**config.mk**
```make
export PLATFORM = sky130hd
export DESIGN_NAME = rename_history
export DESIGN_NICKNAME = d
export VERILOG_FILES = /design/src/rtl/hb_pkg.sv /design/src/rtl/hb_store.sv /design/src/rtl/hb_ctrl.sv /design/src/rtl/rename_history.sv
export SDC_FILE = /design/constraint.sdc
export NUM_CORES = 1
export LEC_CHECK = 0
export BUFFER_PORTS_ARGS = -buffer_cell sky130_fd_sc_hd__buf_2
export CAP_MARGIN = 20
export CORE_MARGIN = 2
export CORE_UTILIZATION = 45
export DETAILED_ROUTE_END_ITERATION = 8
export PLACE_DENSITY = 0.67
export SLEW_MARGIN = 20
export SYNTH_ARGS = -nofsm -noshare
export SYNTH_HDL_FRONTEND = slang
export SYNTH_HIERARCHICAL = 1
export SYNTH_SLANG_ARGS = --single-unit
```
**constraint.sdc**
```tcl
create_clock -name clk -period 7.1 [get_ports clk]
set_input_delay 0.355 -clock clk [delete_from_list [all_inputs] [get_ports clk]]
set_output_delay 0.355 -clock clk [all_outputs]
set_load 0.05 [all_outputs]
```
**src/rtl/hb_pkg.sv**
```systemverilog
package hb_pkg;
    typedef enum logic [1:0] {
        HB_IDLE   = 2'd0,
        HB_UNDO   = 2'd1,
        HB_RETIRE = 2'd2
    } hb_state_e;
endpackage

```
**src/rtl/hb_store.sv**
```systemverilog
// Circular record storage: push at the young end, pop at either end.
module hb_store #(
    parameter int DEPTH  = 8,
    parameter int SEQ_W  = 8,
    parameter int AREG_W = 5,
    parameter int PREG_W = 6
) (
    input  logic              clk,
    input  logic              rst_n,
    input  logic              push_en,
    input  logic [SEQ_W-1:0]  in_seq,
    input  logic [AREG_W-1:0] in_areg,
    input  logic [PREG_W-1:0] in_new,
    input  logic [PREG_W-1:0] in_prev,
    input  logic              pop_old,
    input  logic              pop_young,
    output logic [SEQ_W-1:0]  old_seq,
    output logic [PREG_W-1:0] old_prev,
    output logic [SEQ_W-1:0]  yng_seq,
    output logic [AREG_W-1:0] yng_areg,
    output logic [PREG_W-1:0] yng_new,
    output logic [PREG_W-1:0] yng_prev,
    output logic              empty,
    output logic              full,
    output logic [$clog2(DEPTH+1)-1:0] count
);
    localparam int PTR_W = $clog2(DEPTH);
    localparam int CNT_W = $clog2(DEPTH+1);
    localparam logic [PTR_W-1:0] LAST = PTR_W'(DEPTH-1);

    logic [SEQ_W-1:0]  seq_q  [DEPTH];
    logic [AREG_W-1:0] areg_q [DEPTH];
    logic [PREG_W-1:0] new_q  [DEPTH];
    logic [PREG_W-1:0] prev_q [DEPTH];
    logic [PTR_W-1:0]  head_q, tail_q, yidx;
    logic [CNT_W-1:0]  cnt_q;

    assign yidx  = (tail_q == '0) ? LAST : tail_q - 1'b1;
    assign empty = (cnt_q == '0);
    assign full  = (cnt_q == CNT_W'(DEPTH));
    assign count = cnt_q;

    assign old_seq  = seq_q[head_q];
    assign old_prev = prev_q[head_q];
    assign yng_seq  = seq_q[yidx];
    assign yng_areg = areg_q[yidx];
    assign yng_new  = new_q[yidx];
    assign yng_prev = prev_q[yidx];

    always_ff @(posedge clk) begin
        if (push_en) begin
            seq_q[tail_q]  <= in_seq;
            areg_q[tail_q] <= in_areg;
            new_q[tail_q]  <= in_new;
            prev_q[tail_q] <= in_prev;
        end
    end

    always_ff @(posedge clk) begin
        if (!rst_n) begin
            head_q <= '0;
            tail_q <= '0;
            cnt_q  <= '0;
        end else begin
            if (push_en)
                tail_q <= (tail_q == LAST) ? '0 : tail_q + 1'b1;
            else if (pop_young)
                tail_q <= yidx;
            if (pop_old)
                head_q <= (head_q == LAST) ? '0 : head_q + 1'b1;
            cnt_q <= cnt_q + CNT_W'(push_en) - CNT_W'(pop_old) - CNT_W'(pop_young);
        end
    end
endmodule

```
**src/rtl/hb_ctrl.sv**
```systemverilog
// Walk controller: squash walk (young end) and commit walk (old end).
module hb_ctrl
    import hb_pkg::*;
#(
    parameter int SEQ_W = 8
) (
    input  logic             clk,
    input  logic             rst_n,
    input  logic             sq_req,
    input  logic [SEQ_W-1:0] sq_seq,
    input  logic             sq_all,
    input  logic             cm_req,
    input  logic [SEQ_W-1:0] cm_seq,
    input  logic             empty,
    input  logic [SEQ_W-1:0] old_seq,
    input  logic [SEQ_W-1:0] yng_seq,
    output logic             undo_fire,
    output logic             retire_fire,
    output logic             walking,
    output logic             undo_walk
);
    hb_state_e        state_q, state_d;
    logic [SEQ_W-1:0] tgt_q, tgt_d;
    logic             all_q, all_d;

    always_ff @(posedge clk) begin
        if (!rst_n) begin
            state_q <= HB_IDLE;
            tgt_q   <= '0;
            all_q   <= 1'b0;
        end else begin
            state_q <= state_d;
            tgt_q   <= tgt_d;
            all_q   <= all_d;
        end
    end

    always_comb begin
        state_d = state_q;
        tgt_d   = tgt_q;
        all_d   = all_q;
        if (sq_req) begin
            tgt_d   = sq_seq;
            all_d   = sq_all;
            state_d = empty ? HB_IDLE : HB_UNDO;
        end else begin
            unique case (state_q)
                HB_IDLE: begin
                    if (cm_req && !empty && (old_seq <= cm_seq)) begin
                        tgt_d   = cm_seq;
                        state_d = HB_RETIRE;
                    end
                end
                HB_UNDO: begin
                    if (!undo_fire) state_d = HB_IDLE;
                end
                HB_RETIRE: begin
                    if (cm_req) tgt_d = cm_seq;
                    else if (!retire_fire) state_d = HB_IDLE;
                end
                default: state_d = HB_IDLE;
            endcase
        end
    end

    always_comb begin
        undo_fire   = 1'b0;
        retire_fire = 1'b0;
        unique case (state_q)
            HB_UNDO:   undo_fire   = !sq_req && !empty && (all_q || (yng_seq > tgt_q));
            HB_RETIRE: retire_fire = !sq_req && !empty && (old_seq <= tgt_q);
            default: ;
        endcase
        walking   = (state_q != HB_IDLE);
        undo_walk = (state_q == HB_UNDO);
    end
endmodule

```
**src/rtl/rename_history.sv**
```systemverilog
module rename_history #(
    parameter int DEPTH  = 8,
    parameter int SEQ_W  = 8,
    parameter int AREG_W = 5,
    parameter int PREG_W = 6
) (
    input  logic              clk,
    input  logic              rst_n,
    input  logic              push_valid,
    input  logic [SEQ_W-1:0]  push_seq,
    input  logic [AREG_W-1:0] push_areg,
    input  logic [PREG_W-1:0] push_new,
    input  logic [PREG_W-1:0] push_prev,
    output logic              push_ready,
    input  logic              commit_valid,
    input  logic [SEQ_W-1:0]  commit_seq,
    input  logic              squash_valid,
    input  logic [SEQ_W-1:0]  squash_seq,
    input  logic              squash_all,
    output logic              map_we,
    output logic [AREG_W-1:0] map_areg,
    output logic [PREG_W-1:0] map_preg,
    output logic              free_en,
    output logic [PREG_W-1:0] free_preg,
    output logic              busy
);
    localparam int CNT_W = $clog2(DEPTH+1);

    logic [SEQ_W-1:0]  old_seq, yng_seq;
    logic [AREG_W-1:0] yng_areg;
    logic [PREG_W-1:0] old_prev, yng_new, yng_prev;
    logic              empty, full, undo_fire, retire_fire, walking, undo_walk;
    logic [CNT_W-1:0]  count;
    logic              push_en;

    assign push_ready = !full && !undo_walk && !squash_valid;
    assign push_en    = push_valid && push_ready;

    hb_store #(.DEPTH(DEPTH), .SEQ_W(SEQ_W), .AREG_W(AREG_W), .PREG_W(PREG_W)) u_store (
        .clk(clk), .rst_n(rst_n), .push_en(push_en),
        .in_seq(push_seq), .in_areg(push_areg), .in_new(push_new), .in_prev(push_prev),
        .pop_old(retire_fire), .pop_young(undo_fire),
        .old_seq(old_seq), .old_prev(old_prev),
        .yng_seq(yng_seq), .yng_areg(yng_areg), .yng_new(yng_new), .yng_prev(yng_prev),
        .empty(empty), .full(full), .count(count)
    );

    hb_ctrl #(.SEQ_W(SEQ_W)) u_ctrl (
        .clk(clk), .rst_n(rst_n),
        .sq_req(squash_valid), .sq_seq(squash_seq), .sq_all(squash_all),
        .cm_req(commit_valid), .cm_seq(commit_seq),
        .empty(empty), .old_seq(old_seq), .yng_seq(yng_seq),
        .undo_fire(undo_fire), .retire_fire(retire_fire),
        .walking(walking), .undo_walk(undo_walk)
    );

    always_comb begin
        map_we    = undo_fire;
        map_areg  = yng_areg;
        map_preg  = yng_prev;
        free_en   = undo_fire || retire_fire;
        free_preg = undo_fire ? yng_new : old_prev;
        busy      = walking;
    end
endmodule

```
==> reports/qor.yml <==
cells_and_area:
  nets: 753
  most-common-layout-cells: "edfxtp_1, buf_2, mux4_2"
  drive_above_1_share_pct: 34.64
  finalNonFillerCells: 1002
  design_area_um2: 11930
  fin_util_pct: 52.36
  fillers: 1807
  area_growth_pct: 13.83
  final_common_cell: "edfxtp_1"
route:
  firstDrtPassIters: 5
  ant_nets: 0
  via_count: 5871
  vias_per_cell: 5.859
  wl_um: 22810
  drc: 0
  drtIter0Drc: 520
  wl_per_cell_um: 22.77
critical_path:
  r2r_setup_slack_ps: 1390
  setup.worst_path.end: "u_store/count[3]$_SDFF_PN0_"
  crit_family: "adder cells"
  worstSetupEndpointType: "flop"
  reg2regPathDepth: 19
  path_buf_inv: 3
  critical_path_depth: 19
  worstSetupPathType: "flop to flop"
  worst_path_most_repeated_cell: "ha_1"
  start_kind: "flop"
  crit_arrival_ps: 6120
  critPathMaxStageDelay_ps: 630
  r2r-end: "u_store/count[3]$_SDFF_PN0_"
  rr_startpoint: "u_store/tail_q[1]$_SDFFE_PN0P_"
  path_cells: "inv_1, ha_1, nor2b_4, mux4_2, mux2_2, ha_1, a21o_1, a21o_1, a211o_1, o21ai_0, nor3_2, buf_4, inv_1, fa_1, ha_1, ha_1, fa_1, xnor2_1, and2_1"
  path_max_fanout: 13
  startpoint: "u_store/tail_q[1]$_SDFFE_PN0P_"
  slowest_stage: "ha_1"
  cp.required_ps: 7510
yosys:
  synth-xor-area-share_pct: 0.08358
  synthCells: 588
  synth_cell_type_count: 55
  ys_seq_elements: 224
  synth_top_area_share_pct: 57.31
  yosysWarnings: 6
  synthTopCellsByArea: "edfxtp_1, mux4_2, dfxtp_1"
  synthAdderAreaFrac_pct: 4.561
  async_reset_ff_share_pct: 0
  netlist_area_um2: 10480
  postSynthAreaPerCell_um2: 17.82
  synth_edf_count: 200
  synth.net_count: 672
  ys_seq_area_share_pct: 61.90
  synth_area_leader_cell: "edfxtp_1"
  synth-compound-area-share_pct: 5.003
  synth_top_family_by_area: "multiplexers"
  synthSimpleGateAreaFrac_pct: 3.833
  synthMuxAreaShare_pct: 21.56
  yosys_most_used_dff: "edfxtp_1"
placement:
  place_hpwl_um: 14290
  gp_congestion: 0.8209
  place_inst: 955
  pre_cts_ws_ps: 1404
  place_area_um2: 11160
  port_buffers: 67
grt:
  grt_use_total_pct: 19.25
  grt_max_degree: 61
  grt_pass1_vias: 6119
  antenna_found_initial: 2
  grt_remaining_overflow: 0
  grt_pass1_wl_um: 35760
clock_network:
  cts_tree: "built"
  clk_pin_slew_ps: 60
  cts_buffer_depth: 3
  cts_made_buffers: 25
  cts-resized-gates: 0
  postCtsSetupBuffers: 0
  hold_buffers: 0
  h-tree-depth: 1
  root_buffer: "clkbuf_16"
  insertion_delay_ps: 530
  numClockSinks: 224
sta:
  finalSetupTns_ps: 0
  fin_crit_sh_pct: 80.36
  setup_viol: 0
  setup_ws_ps: 1394
  clock_skew_ps: 16.84
  fin_crit_ps: 5706
  clock.fmax_mhz: 175.3
  hold_viol_final: 0
  slew_headroom_pct: 31.91
  worst_pin_slew_ps: 1021
  rsz0062_at_grt: "false"
  finalHoldWorstSlack_ps: 86.31
  maxSlewViolCount: 0
floorplan:
  ios: 68
  rows: 55
  fp.dieH_um: 156.6
  die_w_um: 156.6
  die_area_um2: 24520
  coreArea_um2: 22780
  start_util_pct: 46.00
run:
  max_cap_violations: 0
min_path:
  hold_class: "input pin to flop"
pwr:
  power.density_nw_per_um2: 262.2
  power_leakage_nw: 4.086
  fin_total_pwr_mw: 3.127
  ir_drop_mv: 0.1776
status:
  outcome: "finished, final reports clean"
==> worst min-delay path by stage <==
stage	startpoint	cells after the start	endpoint	slack, ps
CTS	push_prev[0]	1	u_store/prev_q[2][0]$_DFFE_PP_	70
floorplan	push_areg[0]	0	u_store/areg_q[0][0]$_DFFE_PP_	450
global route	push_new[5]	1	u_store/new_q[5][5]$_DFFE_PP_	100
global placement	u_ctrl/tgt_q[4]$_SDFFE_PN0P_	2	u_ctrl/tgt_q[4]$_SDFFE_PN0P_	510
finish	push_prev[0]	1	u_store/prev_q[6][0]$_DFFE_PP_	90
detailed placement	u_ctrl/tgt_q[7]$_SDFFE_PN0P_	2	u_ctrl/tgt_q[7]$_SDFFE_PN0P_	510
==> registers in the layout, summed over array words and instances, names as in the netlist, named ones only <==
name / flops
u_ctrl/all_q: 1
u_store/count: 4
u_ctrl/state_q: 2
u_store/new_q: 48
u_store/head_q: 3
u_store/prev_q: 48
u_store/seq_q: 64
u_ctrl/tgt_q: 8
u_store/tail_q: 3
u_store/areg_q: 40
==> layout make-up <==
class | count | area, um^2 | area share (%)
Antenna cell | 2 | 5.005 | 0.04196
Clock buffer | 35 | 673.1 | 5.644
Clock inverter | 10 | 88.84 | 0.7448
Inverter | 30 | 112.6 | 0.9441
Multi-Input combinational cell | 305 | 3710 | 31.10
Sequential cell | 224 | 6491 | 54.42
Tap cell | 313 | 391.6 | 3.283
Timing Repair Buffer | 83 | 455.4 | 3.818
==> synth_stat cells, types with 3 or more instances <==
cell type    n
ha_1        35
a21oi_1     23
inv_1       29
nand3_1      7
nor3_1       6
mux2_4       6
o21ai_0      4
mux4_1      14
nand2_1      6
mux2_2      34
buf_2        7
nor2_1      15
o21ai_1      8
mux4_2      59
dfxtp_1     24
nand2b_1     4
clkbuf_1     9
a21o_1       3
nor2b_1      9
o211ai_1     3
mux2i_1      9
buf_6       11
edfxtp_1   200
a2bb2oi_1    5
nand4_1      5
o221a_2      7
a211o_1      8
and2_1       4
==> routing by layer <==
metal,vias to the layer above,global-route usage (%),wire [um]
li1,2580,-,-
met1,3031,26.82,9599
met2,222,31.55,11060
met3,38,3.046,1567
met4,0,5.767,590
met5,-,0,0
==> power breakdown <==
| part | switching, mW | internal (mW) | total (mW) |
|---|---|---|---|
| Sequential | 0.0161 | 1.47 | 1.49 |
| Clock | 0.495 | 0.700 | 1.19 |
| Combinational | 0.267 | 0.181 | 0.447 |
| Total | 0.778 | 2.35 | 3.13 |
==> cells by family (layout without fill, tap and decap cells) <==
family,count (synthesis),count (layout)
buffers and inverters,59,158
and+or+nand+nor,71,71
muxes,122,122
DFF,224,224
adders and majority gates,37,37
other,0,2
AOI/OAI and AO/OA,74,74
xor gates and xnor gates,1,1
No activity file was read; power rests on OpenSTA's default activity.
